==> config.mk <==
export PLATFORM = sky130hd
export DESIGN_NAME = scsi_phase_seq
export DESIGN_NICKNAME = d
export VERILOG_FILES = /design/src/rtl/scsi_phase_pkg.sv /design/src/rtl/phase_settle_timer.sv /design/src/rtl/phase_seq_fsm.sv /design/src/rtl/phase_line_drive.sv /design/src/rtl/scsi_phase_seq.sv
export SDC_FILE = /design/constraint.sdc
export NUM_CORES = 1
export LEC_CHECK = 0
export BUFFER_PORTS_ARGS = -buffer_cell sky130_fd_sc_hd__clkbuf_2
export CAP_MARGIN = 5
export CORE_ASPECT_RATIO = 0.6
export CORE_MARGIN = 2
export CORE_UTILIZATION = 25
export DETAILED_ROUTE_END_ITERATION = 10
export PLACE_DENSITY = 0.52
export SYNTH_ARGS = -nofsm -noshare
export SYNTH_HDL_FRONTEND = slang
export SYNTH_SLANG_ARGS = --single-unit
==> constraint.sdc <==
create_clock -name clk -period 2.5 [get_ports clk]
set_input_delay 0.5 -clock clk [delete_from_list [all_inputs] [get_ports clk]]
set_output_delay 0.5 -clock clk [all_outputs]
set_load 0.03 [all_outputs]
==> src/rtl/scsi_phase_pkg.sv <==
package scsi_phase_pkg;

  typedef logic [3:0] phase_t;

  localparam phase_t PHASE_RELEASED = 4'b1000;

  typedef enum logic [1:0] {
    ST_IDLE   = 2'd0,
    ST_HOLD   = 2'd1,
    ST_SETTLE = 2'd2
  } seq_state_t;

  // Settle length in clock cycles, never below one.
  function automatic int unsigned settle_cycles(longint unsigned clk_hz,
                                                longint unsigned settle_ns);
    longint unsigned cyc;
    cyc = ((clk_hz / 64'd1000) * settle_ns) / 64'd1000000;
    if (cyc == 64'd0) cyc = 64'd1;
    return int'(cyc);
  endfunction

  // Any code with the top bit set collapses to the single released value.
  function automatic phase_t normalize(phase_t code);
    return code[3] ? PHASE_RELEASED : {1'b0, code[2:0]};
  endfunction

  // Values placed on {MSG, C/D, I/O}; zero while released.
  function automatic logic [2:0] line_values(phase_t ph);
    return ph[3] ? 3'b000 : ph[2:0];
  endfunction

endpackage

==> src/rtl/phase_settle_timer.sv <==
module phase_settle_timer
  import scsi_phase_pkg::*;
#(
  parameter int unsigned SETTLE_CYC = 25000
) (
  input  logic clk,
  input  logic rst_n,
  input  logic start,
  input  logic abort,
  output logic running,
  output logic expire
);

  localparam int CNT_W = (SETTLE_CYC > 1) ? $clog2(SETTLE_CYC) : 1;
  localparam logic [CNT_W-1:0] LOAD_VAL = CNT_W'(SETTLE_CYC - 1);

  logic [CNT_W-1:0] cnt_q;
  logic             run_q;

  always_ff @(posedge clk or negedge rst_n) begin
    if (!rst_n) begin
      cnt_q <= '0;
      run_q <= 1'b0;
    end else if (abort) begin
      cnt_q <= '0;
      run_q <= 1'b0;
    end else if (start) begin
      cnt_q <= LOAD_VAL;
      run_q <= 1'b1;
    end else if (run_q) begin
      if (cnt_q == '0) begin
        run_q <= 1'b0;
      end else begin
        cnt_q <= cnt_q - 1'b1;
      end
    end
  end

  assign running = run_q;
  assign expire  = run_q && (cnt_q == '0);

endmodule

==> src/rtl/phase_seq_fsm.sv <==
module phase_seq_fsm
  import scsi_phase_pkg::*;
(
  input  logic   clk,
  input  logic   rst_n,
  input  logic   req_valid,
  input  phase_t req_code,
  input  logic   bus_free_cmd,
  input  logic   ack_in,
  input  logic   reset_flag,
  input  logic   settle_expire,
  output phase_t cur_phase,
  output logic   busy,
  output logic   ready_pulse,
  output logic   accept_req,
  output logic   apply_change,
  output logic   same_phase_done
);

  seq_state_t state_q;
  phase_t     cur_q;
  phase_t     pend_q;
  logic       ready_q;
  logic       hold_clear;
  logic       in_hold;

  assign in_hold         = (state_q == ST_HOLD);
  assign hold_clear      = !ack_in || reset_flag;
  assign accept_req      = (state_q == ST_IDLE) && req_valid && !bus_free_cmd;
  assign apply_change    = in_hold && hold_clear && !bus_free_cmd && (pend_q != cur_q);
  assign same_phase_done = in_hold && hold_clear && !bus_free_cmd && (pend_q == cur_q);

  always_ff @(posedge clk or negedge rst_n) begin
    if (!rst_n) begin
      state_q <= ST_IDLE;
      cur_q   <= PHASE_RELEASED;
      pend_q  <= PHASE_RELEASED;
      ready_q <= 1'b0;
    end else begin
      ready_q <= 1'b0;
      if (bus_free_cmd) begin
        state_q <= ST_IDLE;
        cur_q   <= PHASE_RELEASED;
        pend_q  <= PHASE_RELEASED;
      end else begin
        unique case (state_q)
          ST_IDLE: begin
            if (accept_req) begin
              pend_q  <= normalize(req_code);
              state_q <= ST_HOLD;
            end
          end
          ST_HOLD: begin
            if (apply_change) begin
              cur_q   <= pend_q;
              state_q <= ST_SETTLE;
            end else if (same_phase_done) begin
              state_q <= ST_IDLE;
            end
          end
          ST_SETTLE: begin
            if (settle_expire) begin
              state_q <= ST_IDLE;
              ready_q <= 1'b1;
            end
          end
          default: state_q <= ST_IDLE;
        endcase
      end
    end
  end

  assign cur_phase   = cur_q;
  assign busy        = (state_q != ST_IDLE);
  assign ready_pulse = ready_q;

endmodule

==> src/rtl/phase_line_drive.sv <==
module phase_line_drive
  import scsi_phase_pkg::*;
#(
  parameter int LINES = 3
) (
  input  phase_t           cur_phase,
  output logic [LINES-1:0] line_val,
  output logic [LINES-1:0] line_oe
);

  logic [2:0] vals;
  assign vals = line_values(cur_phase);

  for (genvar i = 0; i < LINES; i++) begin : g_line
    assign line_val[i] = vals[i];
    assign line_oe[i]  = ~cur_phase[3];
  end

endmodule

==> src/rtl/scsi_phase_seq.sv <==
module scsi_phase_seq
  import scsi_phase_pkg::*;
#(
  parameter longint unsigned CLK_HZ    = 250000000,
  parameter longint unsigned SETTLE_NS = 100000
) (
  input  logic       clk,
  input  logic       rst_n,
  input  logic       req_valid,
  input  logic [3:0] req_code,
  input  logic       bus_free_cmd,
  input  logic       ack_in,
  input  logic       reset_flag,
  output logic       msg_o,
  output logic       cd_o,
  output logic       io_o,
  output logic [2:0] phase_oe,
  output logic       busy,
  output logic       ready_pulse,
  output logic [3:0] cur_phase
);

  localparam int unsigned SETTLE_CYC = settle_cycles(CLK_HZ, SETTLE_NS);

  logic       settle_expire;
  logic       settle_running;
  logic       accept_req;
  logic       apply_change;
  logic       same_phase_done;
  phase_t     cur_q;
  logic [2:0] line_val;

  phase_seq_fsm u_fsm (
    .clk            (clk),
    .rst_n          (rst_n),
    .req_valid      (req_valid),
    .req_code       (req_code),
    .bus_free_cmd   (bus_free_cmd),
    .ack_in         (ack_in),
    .reset_flag     (reset_flag),
    .settle_expire  (settle_expire),
    .cur_phase      (cur_q),
    .busy           (busy),
    .ready_pulse    (ready_pulse),
    .accept_req     (accept_req),
    .apply_change   (apply_change),
    .same_phase_done(same_phase_done)
  );

  phase_settle_timer #(
    .SETTLE_CYC(SETTLE_CYC)
  ) u_timer (
    .clk    (clk),
    .rst_n  (rst_n),
    .start  (apply_change),
    .abort  (bus_free_cmd),
    .running(settle_running),
    .expire (settle_expire)
  );

  phase_line_drive #(
    .LINES(3)
  ) u_drive (
    .cur_phase(cur_q),
    .line_val (line_val),
    .line_oe  (phase_oe)
  );

  assign msg_o     = line_val[2];
  assign cd_o      = line_val[1];
  assign io_o      = line_val[0];
  assign cur_phase = cur_q;

endmodule

== Word-level counts from Yosys, hierarchy flattened ==
Index checks and enable logic that the tools add are counted.

* Flip-flop bits (word level): 27
* Output and inout port bits: 12
* Bits of input ports: 10

* Add/sub/neg operators: 1
* Muxes and demuxes: 25
* Equality and inequality tests: 8
* Reductions and logical operators: 22
* Bitwise logic cells: 1

{| class="wikitable"
|+ Operator list
! cell !! number
|-
| $mux W15 || 4
|-
| $mux W4 || 7
|-
| $logic_not A15 Y1 || 1
|-
| $sub A15 B1 Y15 const B || 1
|-
| $mux W2 || 5
|-
| $reduce_bool A2 Y1 || 5
|-
| $ne A3 B3 Y1 const B || 3
|-
| $logic_and A1 B1 Y1 || 7
|-
| $mux W1 || 7
|-
| $pmux W2 S3 || 1
|-
| $reduce_and A2 Y1 || 3
|-
| $eq A4 B4 Y1 || 1
|-
| $ne A4 B4 Y1 || 1
|-
| $ne A4 B4 Y1 const B || 1
|-
| $mux W3 || 1
|-
| $reduce_and A3 Y1 || 1
|-
| $reduce_bool A3 Y1 || 1
|-
| $eq A2 B1 Y1 const B || 1
|-
| $eq A2 B2 Y1 const B || 1
|-
| $logic_not A1 Y1 || 2
|-
| $logic_not A2 Y1 || 1
|-
| $logic_or A1 B1 Y1 || 1
|-
| $not A1 Y1 || 1
|}

== Depth between registers and ports, before layout ==
Gate-level depths: netlist (run 1).

* Word-level depth: 9
* Depth in mapped cells: 6
* Mapped depth without buffers: 6

== By module ==
A second synthesis (run 1) with hierarchy kept.

* Cell total of the unflattened synthesis: 156
* Area total of the unflattened synthesis: 1526.5 sq um

{| class="wikitable"
|+ By module, submodules not included
! module !! instances !! area an instance (sq um) !! cells an instance !! seq. area each (sq um)
|-
| phase_settle_timer || 1 || 904.6 || 96 || 400.4
|-
| phase_seq_fsm || 1 || 584.3 || 54 || 277.8
|-
| phase_line_drive || 1 || 37.5 || 6 || 0.0
|}

== Worst setup path after synthesis (run 1) ==
Ideal clock, no wire load.

* Path kind: register to register
* From: register u_timer.cnt_q[0]
* To: register u_timer.cnt_q[1]
* Slack: 0.380 ns
* Path buffers: 0
* Clock period less this slack: 2.120 ns
* Arrival time: 2.042 ns
* Library setup time: 0.078 ns
* Stages on the path, launching flop included: 7
* Cells stage by stage: dfrtp_1 > inv_1 > ha_1 > or4b_2 > o41ai_2 > mux2_2 > a21oi_1

* Word-level cells in the longest chain between the ends: 5
* Elaborated cells between the ends (all ways): 8
* Classes of those cells: 1 x add/sub; 1 x eq/ne; 4 x mux; 2 x reduce/logical

{| class="wikitable"
|+ RTL lines
! element !! RTL line !! text
|-
| start, declared || phase_settle_timer.sv:17 || <nowiki>logic [CNT_W-1:0] cnt_q;</nowiki>
|-
| start signal, assigned || phase_settle_timer.sv:34 || <nowiki>cnt_q <= cnt_q - 1'b1;</nowiki>
|-
| $sub A15 B1 Y15 || phase_settle_timer.sv:34 ||
|-
| $mux W15 || phase_settle_timer.sv:31 || <nowiki>if (cnt_q == '0) begin</nowiki>
|-
| $mux W15 || phase_settle_timer.sv:30 || <nowiki>end else if (run_q) begin</nowiki>
|-
| $mux W15 || phase_settle_timer.sv:27 || <nowiki>end else if (start) begin</nowiki>
|-
| $mux W15 || phase_settle_timer.sv:24 || <nowiki>end else if (abort) begin</nowiki>
|}

Several ways; a longest one is shown, not always the timed one. The select of a mux whose other input is x is not followed.
A chain may end at the register's enable or synchronous reset.

== Worst setup path after layout (run 1) ==
Ends and elaborated chain as after synthesis.

==> out/metrics.cfg, run 1 <==
[route]
wl_um = 3374
drc_errors = 0
vias = 1193
wl_per_cell_um = 13.72
ant_nets = 0
via_per_inst = 4.850
drt_iter0_drc = 81
drt_first_pass_iters = 4

[power]
pwr_density_cell_nw_per_um2 = 500.8
worst_ir_drop_vdd_mv = 0.2357
power_leakage_nw = 0.7493
power_w = 0.0008553

[worst_setup_path]
critPathCaptureType = flip-flop
critical_path_class = reg2reg
critPathRequiredTime_ps = 2710
critPathMaxFanout = 4
cp-start-kind = flip-flop
worstPathArrival_ps = 2480

[die]
rows = 21
chipWidth_um = 103.1
die_h_um = 63.48
start_util = 0.2621
ios = 22
core_um2 = 5623
die_area_um2 = 6546

[sta]
rsz0062_at_grt = no
fin_skew_ps = 3.457
setup-tns-final_ps = 0
setup_viol = 0
tightestPinTransition_ps = 696.1
fin_crit_sh = 0.9090
relSlewSlack = 0.5359
final_max_slew_viol_count = 0
hold_viol = 0
period_needed_ps = 2272
fmax_mhz = 440.1

[place]
post-dp-hpwl_um = 2486
port-buffer-count = 21
gp_congestion = 0.7538
dp_cells = 242
placed_area_um2 = 1662

[cts]
cts_buffers = 3
clk_transition_reported_paths_ps = 90
tritoncts_num_sinks = 27
cts_root_buf = clkbuf_8
cts_tree = built
cts_resized = 0
clk_path_buf_depth = 2
htree_num_levels = 1
postCtsSetupRepairBufs = 0
clk_latency_ps = 280
cts_hold_buf = 0

[yosys]
yosysWarnings = 0
synth_cells = 147
syn-cell-area_um2 = 1474
yosysTopAreaCell = dfrtp_1
synthDistinctLibCells = 42
ys_ff_latch = 27
ys_seq_area_frac = 0.4601
synth_nets = 158
avgSynthCellArea_um2 = 10.03
synth_top_cells_by_area = dfrtp_1 (42%), dfstp_2 (3.6%), o31ai_1 (3.6%), or4_1 (3.6%), or3_1 (3.4%)
synth_top_area_share = 0.4244

[layout]
drive_above_1_share = 0.2530
final_cells = 246
fillers = 598
syn_to_final_growth_pct = 15.87
final_area_um2 = 1708
nNetsFinal = 178
antennaDiodeCount = 0

[global_route]
grt_pass1_vias = 1058
grt_pass1_wl_um = 5623
grt_max_degree = 28
grt-ovfl-total = 0
antenna_found_initial = 0
grt_use_total = 0.1136

[hold_path]
hold_path.class = in2async

[outcome]
status = finished clean

[job]
drv_cap = 0

==> cell families after synthesis <==
group	share of synthesized area
adders and majority gates	0.008488
buffers and inverters	0.04753
and+or+nand+nor	0.2343
muxes	0.04414
AOI/OAI and AO/OA	0.1757
xor gates and xnor gates	0.02971
DFF	0.4601
==> worst max-delay path, cell delays in order, from the launching register on <==
cell and delay, ps:
dfrtp_1 390, inv_1 90, ha_1 170, or4b_2 650
o41ai_2 390, mux2_2 380, a21oi_1 130
==> worst paths after layout <==
check                      slack, ps  depth (start not counted)                    startpoint                        endpoint
min in group clk                 460                          3                   req_code[1]     u_fsm.pend_q[1]$_DFFE_PN0P_
max in group asynchronous       1800                          1                         rst_n    u_timer.cnt_q[7]$_DFFE_PN0P_
min                              250                          1                         rst_n  u_fsm.cur_phase[1]$_DFFE_PN0P_
min reg2reg                      490                          1  u_fsm.state_q[1]$_DFFE_PN0P_    u_fsm.state_q[0]$_DFFE_PN0P_
max reg2reg                      230                          6  u_timer.cnt_q[0]$_DFFE_PN0P_    u_timer.cnt_q[1]$_DFFE_PN0P_
max                              230                          6  u_timer.cnt_q[0]$_DFFE_PN0P_    u_timer.cnt_q[1]$_DFFE_PN0P_
==> final cells by class <==
type / instances / area [um^2] / share of cell area
clock buffer: 3 / 41.29 / 0.02418
clock inverter: 1 / 5.005 / 0.002930
inverter: 6 / 22.52 / 0.01319
multi-input combinational: 104 / 725.7 / 0.4249
sequential: 27 / 678.2 / 0.3971
tap: 80 / 100.1 / 0.05861
timing repair buffer: 25 / 135.1 / 0.07912
==> synth_stat cells <==
| cell | instances |
|---|---|
| clkbuf_2 | 1 |
| o31a_1 | 1 |
| a21o_1 | 1 |
| nand3b_1 | 3 |
| mux2_2 | 4 |
| a21oi_1 | 7 |
| mux2i_1 | 2 |
| o41ai_1 | 1 |
| o21ai_0 | 4 |
| nor2b_1 | 6 |
| xnor2_1 | 5 |
| and4_1 | 1 |
| buf_4 | 2 |
| dfstp_2 | 2 |
| clkbuf_1 | 5 |
| buf_1 | 1 |
| or2_2 | 1 |
| nor4_1 | 2 |
| nand4_1 | 2 |
| or3b_1 | 1 |
| and2_1 | 1 |
| or4_4 | 1 |
| inv_1 | 6 |
| or4_1 | 7 |
| a211oi_1 | 5 |
| a211o_1 | 2 |
| or3_4 | 1 |
| o41ai_2 | 1 |
| nand2_1 | 7 |
| ha_1 | 1 |
| nor2_1 | 6 |
| a211oi_2 | 1 |
| or3_1 | 8 |
| or3b_2 | 1 |
| or4b_2 | 1 |
| nor3_1 | 5 |
| buf_2 | 1 |
| nand2b_1 | 2 |
| dfrtp_1 | 25 |
| o31ai_1 | 7 |
| a31oi_1 | 5 |
| a2111o_1 | 1 |
==> per-stage QoR <==
stage               hold WS [ps]  utilization  setup slack (ps)
global placement           488.0       0.2955             289.8
detailed placement         488.3       0.2955             249.4
floorplan                  204.4            -             379.8
CTS                        279.2       0.3037             225.7
global route               307.3       0.3037             119.2
finish                     251.2       0.3037             227.6
==> power by group <==
part | internal, W | total, W | leakage, nW | switching, W
clock network | 0.000112 | 0.000254 | 0.0255 | 0.000142
registers | 0.000450 | 0.000463 | 0.368 | 0.0000130
logic | 0.0000526 | 0.000138 | 0.356 | 0.0000854
total | 0.000615 | 0.000855 | 0.749 | 0.000240
==> metal layers <==
metal / share of wire / global-route usage / up-vias / wire [um]
met1: 0.58 / 0.1918 / 582 / 1950
met2: 0.38 / 0.1372 / 13 / 1293
met5: 0 / 0 / - / 0
li1: - / - / 596 / -
met4: 0.0080 / 0.02961 / 0 / 27
met3: 0.030 / 0.02664 / 2 / 102
==> flip-flops by register name (all words and copies together), names as in the netlist <==
signal	count
u_fsm.ready_pulse	1
u_fsm.pend_q	4
u_fsm.cur_phase	4
u_fsm.state_q	2
u_timer.running	1
u_timer.cnt_q	15
==> layout by cell type (no fill, tap or decap), types with 2 or more instances in the layout <==
master    count
dfrtp_1      25
clkbuf_2     21
or3_1         8
nand2_1       7
or4_1         7
a21oi_1       7
o31ai_1       7
inv_1         6
nor2b_1       6
nor2_1        6
xnor2_1       5
nor3_1        5
a211oi_1      5
a31oi_1       5
o21ai_0       4
mux2_2        4
buf_4         4
nand3b_1      3
clkbuf_8      3
nor4_1        2
nand4_1       2
nand2b_1      2
a211o_1       2
mux2i_1       2
dfstp_2       2
Power figures use the tool's default switching activity.
==> run 2: changes to the inputs <==
Settings changed: GPL_TIMING_DRIVEN set to 0, PLACE_DENSITY 0.52 to 0.46.
==> run 2 against run 1 <==
Clock skew shrank 1.1 ps. Critical path depth did not move. Worst hold slack improved by 4.4 ps. Routed wire length is 7.9% higher. Combinational power down 4%. Largest cell class unchanged. Highest routed layer unchanged.
==> out/metrics.cfg, run 2 (same netlist as run 1, synthesis figures left out) <==
[outcome]
status = finished clean

[die]
core_um2 = 5623
die_h_um = 63.48
rows = 21
start_util = 0.2621
die_area_um2 = 6546
chipWidth_um = 103.1
ios = 22

[layout]
fillers = 607
final_cells = 251
mostFrequentLayoutCells = dfrtp_1 (25), clkbuf_2 (21), or3_1 (8)
top_register = u_timer.cnt_q
layout_commonest_cell = dfrtp_1
nNetsFinal = 183
largest_reg_flops = 15
area.sequential_um2 = 678.2
drive_above_1_share = 0.2456
antennaDiodeCount = 0
syn_to_final_growth_pct = 17.40
multi_input_area_um2 = 737.0

[worst_setup_path]
critPathTopFamily = simple AND/OR/NAND/NOR gates
critPathCaptureType = flip-flop
critical_path_class = reg2reg
critical_path_buf_inv_count = 1
critPathRequiredTime_ps = 2690
path_cells = inv_1, ha_1, or4b_2, o41ai_2, mux2_2, a21oi_1
slowest_delay_ps = 680
crit_path_top_delay_cell = or4b_2
worstPathArrival_ps = 2590
critPathMaxFanout = 4
cp-start-kind = flip-flop

[sta]
setup-tns-final_ps = 0
rsz0062_at_grt = no
fin_skew_ps = 2.393
fin_crit_sh = 0.9597
tightestPinTransition_ps = 691.4
period_needed_ps = 2399
setup_viol = 0
fmax_mhz = 416.8
hold_viol = 0
relSlewSlack = 0.5390
fin_ws_ps = 100.6
final_max_slew_viol_count = 0

[route]
wl_per_cell_um = 14.51
drt_iter0_drc = 64
vias = 1242
drt_first_pass_iters = 4
ant_nets = 0
drc_errors = 0
wl_um = 3642
via_per_inst = 4.948

[cts]
clk_transition_reported_paths_ps = 90
cts_hold_buf = 0
clk_path_buf_depth = 2
tritoncts_num_sinks = 27
cts_tree = built
htree_num_levels = 1
cts_buffers = 3
cts_root_buf = clkbuf_8
clk_latency_ps = 270

[global_route]
grt_max_degree = 28
grt-ovfl-total = 0
grt_use_total = 0.1143
grt_pass1_vias = 1107
antenna_found_initial = 0
grt_pass1_wl_um = 5713

[power]
worst_ir_drop_vdd_mv = 0.2303
power_leakage_nw = 0.7524
pwr_density_cell_nw_per_um2 = 486.8

[place]
port-buffer-count = 20
pre_cts_slack_ps = 146.9
dp_cells = 247
gp_congestion = 0.7916
post-dp-hpwl_um = 2692

[hold_path]
hold_path.class = in2async

[job]
drv_cap = 0

-- run 2: cell types whose count changed in the layout (fill, tap and decap cells not counted), sizes merged --
cell / previous run / this run
clkinv: 1 / 0
clkbuf: 24 / 30
-- run 2: final timing paths --
check	start	slack [ps]	cells past startpoint	endpoint
setup reg to reg	u_timer.cnt_q[0]$_DFFE_PN0P_	100	6	u_timer.cnt_q[1]$_DFFE_PN0P_
min in group clk	req_code[3]	480	2	u_fsm.pend_q[3]$_DFFE_PN1P_
hold / removal	rst_n	260	1	u_fsm.cur_phase[2]$_DFFE_PN0P_
setup / recovery	u_timer.cnt_q[0]$_DFFE_PN0P_	100	6	u_timer.cnt_q[1]$_DFFE_PN0P_
hold reg to reg	u_fsm.state_q[1]$_DFFE_PN0P_	500	1	u_fsm.state_q[0]$_DFFE_PN0P_
max in group asynchronous	rst_n	1800	1	u_timer.cnt_q[12]$_DFFE_PN0P_
-- run 2: layout make-up --
type / count / area share
plain buffers: 10 / 0.02748
clock buffers: 4 / 0.02603
well taps: 80 / 0.05785
inverters: 6 / 0.01302
flip-flops and latches: 27 / 0.3919
multi-input cells: 104 / 0.4259
repair buffers: 20 / 0.05785
-- run 2: metrics by stage --
| step | util | hold slack, ps | total power (W) | instance area [um^2] |
|---|---|---|---|---|
| final | 0.3077 | 255.6 | 0.0008423 | 1730 |
| after global routing | 0.3077 | 308.2 | 0.0008903 | 1730 |
| after CTS | 0.3057 | 283.4 | 0.0008465 | 1719 |
| after detailed placement | 0.2977 | 490.6 | 0.0005999 | 1674 |
| after global placement | 0.2977 | 481.7 | 0.0005967 | 1674 |
| after floorplan | - | 204.4 | 0.0005543 | 1474 |
-- run 2: report_power, final --
group | switching [W] | internal, W | leakage (nW)
combinational | 0.0000866 | 0.0000460 | 0.362
sequential | 0.0000136 | 0.000450 | 0.368
clock | 0.000132 | 0.000114 | 0.0228
-- run 2: layer usage --
layer	track usage	wire, um	vias up
li1	-	-	597
met1	0.1759	1874	599
met2	0.1623	1520	44
met3	0.03441	238	2
met4	0.009868	8	0
met5	0	0	-
-- run 2: repair_timing --
item / 4_1_cts / 5_1_grt
endpoints found under the setup margin: 0 / 4
buffers inserted: 0 / 0
gates resized for setup: 0 / 2
==> run 3: changes to the inputs <==
Settings changed: SYNTH_HIERARCHICAL set to 1.
==> run 3 against run 2 <==
Synthesized cell count up 4.8%. Largest power group unchanged. Cell area up 4.6%. Register-to-register slack about the same. Die area increased by 2.8%. Maximum frequency rose by 0.41%. Cell count up 4.0%. Combinational power about the same. Sequential share of layout area shrank 1.7 points. Clock skew rose by 1.2 ps. Clock-buffer cell count stayed put. Critical endpoint is now u_timer/cnt_q[12]$_DFFE_PN0P_. Sequential power about the same.
==> out/metrics.cfg, run 3 <==
[die]
die_area_um2 = 6731
rows = 21
core_um2 = 5728
ios = 22
die_h_um = 64.36
chipWidth_um = 104.6
start_util = 0.2650

[power]
pwr_density_cell_nw_per_um2 = 471.7
power_leakage_nw = 0.7938
worst_ir_drop_vdd_mv = 0.1977

[route]
drt_first_pass_iters = 4
wl_met2_um = 1404
top_layer_used = met4
drc_errors = 0
vias = 1207
wl_um = 3572
wl_per_cell_um = 13.69
wl_met1_um = 2059
dr_wl_met3_um = 94
drt_iter0_drc = 53
via_per_inst = 4.625
ant_nets = 0

[cts]
clk_path_buf_depth = 2
cts_hold_buf = 0
cts_buffers = 3
clk_latency_ps = 270
cts_tree = built
cts_root_buf = clkbuf_8
tritoncts_num_sinks = 27
clk_transition_reported_paths_ps = 100
htree_num_levels = 1

[place]
gp_congestion = 0.7488
port-buffer-count = 21
post-dp-hpwl_um = 2667
pre_cts_slack_ps = -27.55

[worst_setup_path]
crit_path_top_delay_cell = or4_1
slowest_delay_ps = 510
critPathRequiredTime_ps = 2710
cp-start-kind = flip-flop
critPathCaptureType = flip-flop
critical_path_class = reg2reg
critPathMaxFanout = 7
path_cells = inv_1, ha_4, or4b_1, buf_2, or3_4, or4_1, a21oi_1
worstPathArrival_ps = 2600
r2r_cells = 7

[global_route]
grt_pass1_wl_um = 6189
grt_pass1_vias = 1158
antenna_found_initial = 0
grt_max_degree = 28
grt-ovfl-total = 0
grt_use_total = 0.1155

[sta]
fin_skew_ps = 3.567
relSlewSlack = 0.5347
tightestPinTransition_ps = 698.0
final_max_slew_viol_count = 0
fin_crit_sh = 0.9558
fin_ws_ps = 110.5
setup_viol = 0
period_needed_ps = 2389
hold_viol = 0
fmax_mhz = 418.5

[layout]
fin_util = 0.3161
syn_to_final_growth_pct = 19.29
largest_reg_flops = 15
antennaDiodeCount = 0
fillers = 637
drive_above_1_share = 0.2597
top_register = u_timer/cnt_q
mostFrequentLayoutCells = dfrtp_1 (25), clkbuf_2 (21), a21oi_1 (17)
nNetsFinal = 193
layout_commonest_cell = dfrtp_1

[yosys]
synth_cells = 154
synth_nets = 165
avgSynthCellArea_um2 = 9.855
yosysWarnings = 6
syn-cell-area_um2 = 1518

[outcome]
status = finished clean

[job]
drv_cap = 0

[hold_path]
hold_path.class = in2async

-- run 3: worst paths after layout --
check | from | to | slack (ps)
worst max register to register | u_timer/cnt_q[1]$_DFFE_PN0P_ | u_timer/cnt_q[12]$_DFFE_PN0P_ | 110
max in group asynchronous | rst_n | u_timer/cnt_q[5]$_DFFE_PN0P_ | 1800
worst min-delay path | rst_n | u_timer/cnt_q[4]$_DFFE_PN0P_ | 250
worst max-delay path | u_timer/cnt_q[1]$_DFFE_PN0P_ | u_timer/cnt_q[12]$_DFFE_PN0P_ | 110
worst min register to register | u_fsm/pend_q[3]$_DFFE_PN1P_ | u_fsm/cur_phase[3]$_DFFE_PN1P_ | 500
min in group clk | req_code[3] | u_fsm/pend_q[3]$_DFFE_PN1P_ | 440
-- run 3: report_power, final --
part / switching, W / total, W / internal (W)
clock: 0.000142 / 0.000256 / 0.000114
combinational: 0.0000797 / 0.000132 / 0.0000525
sequential: 0.0000155 / 0.000466 / 0.000450
-- run 3: layer usage --
metal / GRT usage / vias up
li1: - / 610
met4: 0.02000 / 0
met2: 0.1495 / 18
met3: 0.02143 / 2
met5: 0 / -
met1: 0.1917 / 577
-- run 3: worst max-delay path, delay by kind of cell (launching register included) --
family	cells	cell delay [ps]
fa+ha+maj	1	160
simple gates	3	1300
flops	1	410
buf+inv	2	300
compound gates	1	150
-- run 3: final cells by class --
class                   instances  area [um^2]  share of cell area
multi-input cells             111        787.0              0.4347
plain buffers                   9        50.05             0.02764
clock buffers                   4        45.04             0.02488
inverters                       6        22.52             0.01244
well taps                      80        100.1             0.05529
repair buffers                 24        127.6             0.07049
flip-flops and latches         27        678.2              0.3746
-- run 3: metrics by stage --
stage | total power, W | TNS, ps | instances | hold slack [ps] | cell area, um^2
global route | 0.0009025 | -2.649 | 261 | 306.8 | 1810
detailed placement | 0.0006032 | -52.07 | 255 | 497.4 | 1723
CTS | 0.0008628 | 0 | 258 | 291.3 | 1769
finish | 0.0008540 | 0 | 261 | 253.2 | 1810
floorplan | 0.0005575 | 0 | 154 | 204.4 | 1518
global placement | 0.0006033 | -70.50 | 255 | 492.7 | 1723
-- run 3: timing repair --
item,in CTS,in global routing
setup buffers,0,3
endpoints found under the setup margin,3,3
pin swaps,1,2
hold endpoints to repair,0,0
resized for setup,1,3
